<file path="src/rtl/scanline_planner.sv">
module scanline_planner #(
  parameter int LINE_W = 38,
  parameter int TAB_W  = 5,
  parameter int WID_W  = 8
) (
  input  logic             clk,
  input  logic             rst_n,
  input  logic             start,
  input  logic [TAB_W-1:0] tab,
  input  logic [WID_W-1:0] width,
  input  logic [1:0]       base_lo,
  input  logic             line_go,
  input  logic             req_ready,
  output logic             req_valid,
  output logic             req_zero,
  output logic [4:0]       req_len,
  output logic             line_done,
  output logic [WID_W:0]   ptr_adv
);
  localparam int CNT_W = $clog2(LINE_W + 1);
  localparam int ADV_W = WID_W + 1;
  localparam logic [1:0] S_IDLE = 2'd0, S_LEAD = 2'd1, S_DATA = 2'd2, S_FILL = 2'd3;

  logic [1:0]       st;
  logic [CNT_W-1:0] rem, lead_n, data_n, fill_n;
  logic [1:0]       a, line_lo, blanks;
  logic             zw_q, cfg_ok;

  logic [ADV_W-1:0] sum;
  logic             ovf, zw;
  logic [CNT_W-1:0] avail, dclip, nx_data, nx_fill, nx_lead;
  logic [ADV_W-1:0] nx_adv;

  assign sum     = {1'b0, width} + ADV_W'(tab);
  assign ovf     = sum > ADV_W'(LINE_W);
  assign zw      = (width == '0);
  assign avail   = CNT_W'(LINE_W) - CNT_W'(tab);
  assign dclip   = {avail[CNT_W-1:1], 1'b0};
  assign nx_lead = zw ? '0 : CNT_W'(tab);
  assign nx_data = zw ? '0 : (ovf ? dclip : CNT_W'(width));
  assign nx_fill = zw ? CNT_W'(LINE_W) : (ovf ? CNT_W'(tab[0]) : CNT_W'(LINE_W) - CNT_W'(sum));
  assign nx_adv  = zw ? '0 : (ovf ? {width, 1'b0} - ADV_W'(dclip) : ADV_W'(width));

  logic [4:0] zlen, dlen;
  assign zlen = (rem >= CNT_W'(16)) ? 5'd16 : (rem >= CNT_W'(4)) ? 5'd4 : 5'd1;
  assign dlen = (a == 2'd0 && rem >= CNT_W'(16)) ? 5'd16 :
                (a == 2'd0 && rem >= CNT_W'(4))  ? 5'd4  :
                (!a[0] && rem >= CNT_W'(2))      ? 5'd2  : 5'd1;

  assign req_valid = (st != S_IDLE);
  assign req_zero  = (st != S_DATA);
  assign req_len   = (st == S_DATA) ? dlen : zlen;

  logic hs, go_ok;
  assign hs    = req_valid && req_ready;
  assign go_ok = line_go && st == S_IDLE && cfg_ok && !(zw_q && blanks == 2'd2);

  always_ff @(posedge clk or negedge rst_n) begin
    if (!rst_n) begin
      st <= S_IDLE; rem <= '0; lead_n <= '0; data_n <= '0; fill_n <= '0;
      a <= '0; line_lo <= '0; blanks <= '0; zw_q <= 1'b0; cfg_ok <= 1'b0;
      ptr_adv <= '0; line_done <= 1'b0;
    end else begin
      line_done <= 1'b0;
      if (start && st == S_IDLE) begin
        lead_n  <= nx_lead;
        data_n  <= nx_data;
        fill_n  <= nx_fill;
        ptr_adv <= nx_adv;
        zw_q    <= zw;
        line_lo <= base_lo;
        blanks  <= '0;
        cfg_ok  <= 1'b1;
      end else if (go_ok) begin
        a <= line_lo;
        if (lead_n != '0)      begin st <= S_LEAD; rem <= lead_n; end
        else if (data_n != '0) begin st <= S_DATA; rem <= data_n; end
        else                   begin st <= S_FILL; rem <= fill_n; end
      end else if (hs) begin
        if (st == S_DATA) a <= a + req_len[1:0];
        if (rem != CNT_W'(req_len)) begin
          rem <= rem - CNT_W'(req_len);
        end else if (st == S_LEAD && data_n != '0) begin
          st <= S_DATA; rem <= data_n;
        end else if (st != S_FILL && fill_n != '0) begin
          st <= S_FILL; rem <= fill_n;
        end else begin
          st        <= S_IDLE;
          line_done <= 1'b1;
          line_lo   <= line_lo + ptr_adv[1:0];
          if (zw_q && blanks != 2'd2) blanks <= blanks + 2'd1;
        end
      end
    end
  end

  logic [6:0] chk_words;
  always_ff @(posedge clk or negedge rst_n) begin
    if (!rst_n) chk_words <= '0;
    else if (go_ok) chk_words <= '0;
    else if (hs) chk_words <= chk_words + 7'(req_len);
  end

  a_r8_hold: assert property (@(posedge clk) disable iff (!rst_n)
    req_valid && !req_ready |=> req_valid && $stable(req_zero) && $stable(req_len));
  a_r2_line_total: assert property (@(posedge clk) disable iff (!rst_n)
    line_done |-> chk_words == 7'(LINE_W));
  a_r9_done_after_accept: assert property (@(posedge clk) disable iff (!rst_n)
    line_done |-> !req_valid && $past(hs));
  a_r9_done_single: assert property (@(posedge clk) disable iff (!rst_n)
    line_done |=> !line_done);
  a_r6_zero_len: assert property (@(posedge clk) disable iff (!rst_n)
    req_valid && req_zero |-> (req_len == 5'd16 || req_len == 5'd4 || req_len == 5'd1));
  a_r7_burst_aligned: assert property (@(posedge clk) disable iff (!rst_n)
    req_valid && !req_zero && req_len >= 5'd4 |-> a == 2'd0);
  a_r5_blank_stop: assert property (@(posedge clk) disable iff (!rst_n)
    zw_q && blanks == 2'd2 |-> !req_valid);
endmodule

</file>
<file path="config.mk">
export PLATFORM = sky130hd
export DESIGN_NAME = scanline_planner
export DESIGN_NICKNAME = d
export VERILOG_FILES = /design/src/rtl/scanline_planner.sv
export SDC_FILE = /design/constraint.sdc
export NUM_CORES = 1
export LEC_CHECK = 0
export BUFFER_PORTS_ARGS = -buffer_cell sky130_fd_sc_hd__buf_4
export CORE_MARGIN = 10
export CORE_UTILIZATION = 35
export CTS_CLUSTER_DIAMETER = 80
export DETAILED_ROUTE_END_ITERATION = 16
export PLACE_DENSITY = 0.54
export SETUP_SLACK_MARGIN = 0.2
export SLEW_MARGIN = 20
export SYNTH_ARGS = -nofsm -noshare
export SYNTH_HDL_FRONTEND = slang
export SYNTH_SLANG_ARGS = --single-unit
export TNS_END_PERCENT = 5
</file>
<file path="constraint.sdc">
create_clock -name clk -period 7.1 [get_ports clk]
set_input_delay 0.71 -clock clk [delete_from_list [all_inputs] [get_ports clk]]
set_output_delay 0.71 -clock clk [all_outputs]
set_load 0.01 [all_outputs]
</file>
==> summary.md <==
| Metric | Value |
|---|---|
| Nets@finish | 437 |
| Static Leak | 1.59 nW |
| Global-route wire length before repair | 13600 um |
| Slowest stage delay, CP | 580 ps |
| Tcrit/Tclk final | 0.484 |
| Total setup buffers inserted after CTS | 0 |
| Number of fill cells in the layout | 928 |
| Input/output buffers | 35 |
| Root buffer cell | clkbuf_8 |
| Fin Setup TNS | 0 ps |
| Multi-input gate area | 2000 um2 |
| I/O Pins | 37 |
| Crit Path Category | reg -> reg |
| Crit-path cells | nor4_1 > mux2i_1 > nor3_2 > inv_1 > ha_1 > nand4_1 > nor3_1 > buf_4 > nand2_1 > a21oi_1 > nor2_1 > o211ai_1 > o21a_1 |
| Worst r2r src | rem[5]$_DFFE_PN0P_ |
| Fmax | 291 MHz |
| Clock skew | 10.2 ps |
| Number of synthesized flops with an enable pin | 0 |
| Vias/cell | 5.37 |
| Post-synth net total | 407 |
| Status | completed |
| P&R area growth vs syn | 13.5% |
| Synth Instances | 364 |
| #FFs+latches synth | 42 |
| Starting density of the core | 0.365 |
| Worst R2R Setup Slack | 3660 ps |
| Die Width | 116 um |
| Placement Rows | 34 |
| GR Util All Layers | 0.124 |
| Synth Warn # | 0 |
| Sw Ratio | 0.456 |
| Netlist cell types | 65 |
| Post-synthesis sequential area ratio | 0.326 |
| WL final | 8120 um |
| Die height | 116 um |
| Placed Cells | 495 |
| Worst hold margin | 393 ps |
| Psw | 0.000638 W |
| DRC | 0 |
| Largest vdd supply drop | 0.000104 V |
| Diode count | 0 |
| DR iter-0 viols | 203 |
| Hold_buf cts | 0 |
| Die area | 13500 um2 |
| CP startpoint kind | flop |
| Fraction of layout cells with a size suffix above 1 | 0.197 |
| Remaining Overflow, GRT | 0 |
| Clk_lat worst skew | 300 ps |
| Layout Utilization | 0.414 |
| Non-filler cells, final | 503 |
| Total iterations of the first detailed-routing run | 4 |
| Core Box Area | 8850 um2 |
| Slowest cell on crit path | nor4_1 |
| Arrival time of the worst setup path | 3630 ps |
| Leading area contributor after synthesis | dfrtp_1 |
| Clk buf depth | 2 |
| Worst-Margin Slew | 797 ps |
| Main synth FF type | dfrtp_1 |
| Setup crit end kind | flop |
| Most frequent cells in the layout | 46 x nand2_1, 42 x dfrtp_1, 38 x buf_4, 36 x nor2_1 |
| Crit path from | rem[5]$_DFFE_PN0P_ |
| Final hold violation count | 0 |
| WP data required | 7290 ps |
| Final setup fails | 0 |
| Internal Power | 0.000762 W |
| Number of max-cap violations | 0 |
| Syn avg cell area | 8.86 um2 |
| Via count | 2701 |
| Clock transition at path regs | 100 ps |
| Commonest non-fill, non-tap cell in the layout | nand2_1 |
| Post-cts repair resize count | 0 |
| Sequential Power Share | 0.328 |
| CTS tree | done |
| Storage element area | 1050 um2 |
| Cell Area, Synth | 3230 um2 |
| Crit-path max FO | 15 |
| Clock Power Share | 0.124 |
| Max-slew violations | 0 |
| P per Cell Area | 382 nW/um2 |
| Post-synth top area share | 0.326 |
| Slew headroom | 0.469 |
| Detailed placement HPWL | 6370 um |
| Clock Sinks | 42 |
| WL/cell | 16.1 um |
| Htree depth | 2 |
| Worst Hold Class | in -> async |
| Combinational share of power | 0.548 |
| Routed Antenna Nets | 0 |
| Synth top area cells | dfrtp_1 33%, ha_1 7.8%, nand2_1 5.4% |
| Number of buffers created by CTS | 5 |
| Async S/R FF share, synth | 1.00 |
| Gpl congestion | 0.795 |
| Vias in the first global route | 2712 |
| Post-layout min period | 3440 ps |
| Pin count of the biggest net entering global routing | 43 |
| RSZ-0062 raised after global routing | false |
| Initial antenna violation count | 0 |
-- worst max-delay path: cells and delay by family (launching register included) --
kind / cells / cell delay [ps]
AO/OA/AOI/OAI: 3 / 480
adder cells (fa/ha/maj): 1 / 330
buffers and inverters: 2 / 320
flip-flops: 1 / 440
multiplexers: 1 / 190
AND/OR/NAND/NOR: 6 / 1590
-- cell families (layout without fill, tap and decap cells) --
| group | after synthesis | after routing | synth area share |
|---|---|---|---|
| simple gates | 131 | 131 | 0.203 |
| flops | 42 | 42 | 0.326 |
| buf+inv | 39 | 70 | 0.0539 |
| xor+xnor | 21 | 21 | 0.0651 |
| other cells | 1 | 1 | 0.00116 |
| fa+ha+maj | 23 | 23 | 0.0962 |
| compound gates | 99 | 99 | 0.230 |
| mux | 8 | 8 | 0.0256 |
-- metal layers --
metal,vias to the layer above,global-route usage,share of wire
met5,-,0,0
met4,0,0.0300,0.0094
met1,1296,0.172,0.49
li1,1349,-,-
met3,6,0.0160,0.032
met2,50,0.198,0.47
-- metrics by stage --
stage	worst slack [ps]	power, W	instance area [um2]
after floorplan	4080	0.00100	3230
after global placement	3700	0.00123	3560
after detailed placement	3710	0.00123	3560
after CTS	3670	0.00141	3660
after global routing	3390	0.00153	3660
final	3660	0.00140	3660
-- final timing paths --
path                                               to  cells after the start
worst max-delay path               rem[2]$_DFFE_PN0P_                     13
worst max register to register     rem[2]$_DFFE_PN0P_                     13
worst min register to register     cfg_ok$_DFFE_PN0P_                      1
min in group clk                   cfg_ok$_DFFE_PN0P_                      1
max in group asynchronous       data_n[3]$_DFFE_PN0P_                      1
worst min-delay path               rem[0]$_DFFE_PN0P_                      1
-- flip-flops by register name, indices dropped and copies added, names as in the netlist --
signal / count
lead_n: 5
data_n: 5
st: 2
ptr_adv: 9
fill_n: 6
line_lo: 2
cfg_ok: 1
line_done: 1
rem: 6
zw_q: 1
blanks: 2
a: 2
-- power groups by stage --
stage               clock (W)  combinational, W  sequential [W]
global route         0.000190          0.000864        0.000475
detailed placement          0          0.000772        0.000463
finish               0.000173          0.000767        0.000459
floorplan                   0          0.000568        0.000435
global placement            0          0.000768        0.000461
CTS                  0.000179          0.000775        0.000459
-- synthesized netlist by cell type (all sizes together) (2+ instances only) --
| master | count |
|---|---|
| nand2 | 46 |
| dfrtp | 42 |
| nor2 | 36 |
| a21oi | 26 |
| inv | 24 |
| o21ai | 22 |
| ha | 20 |
| o211ai | 17 |
| nand3 | 12 |
| xnor2 | 11 |
| clkbuf | 10 |
| xor2 | 10 |
| nor3 | 9 |
| a22o | 7 |
| mux2i | 6 |
| nand2b | 6 |
| buf | 5 |
| a21o | 4 |
| nor2b | 4 |
| a211oi | 3 |
| a31oi | 3 |
| a32o | 3 |
| and2 | 3 |
| fa | 3 |
| nor4 | 3 |
| or2 | 3 |
| mux2 | 2 |
| nand3b | 2 |
| nand4 | 2 |
| o21a | 2 |
| o22ai | 2 |
| o311ai | 2 |
| o31ai | 2 |
-- area by class of cell --
cell class,instances,share of cell area
Sequential cell,42,0.287
Multi-Input combinational cell,283,0.547
Timing Repair Buffer,38,0.0779
Tap cell,108,0.0369
Clock buffer,5,0.0188
Clock inverter,3,0.00786
Inverter,24,0.0246
(Power assumes the default switching activity.)
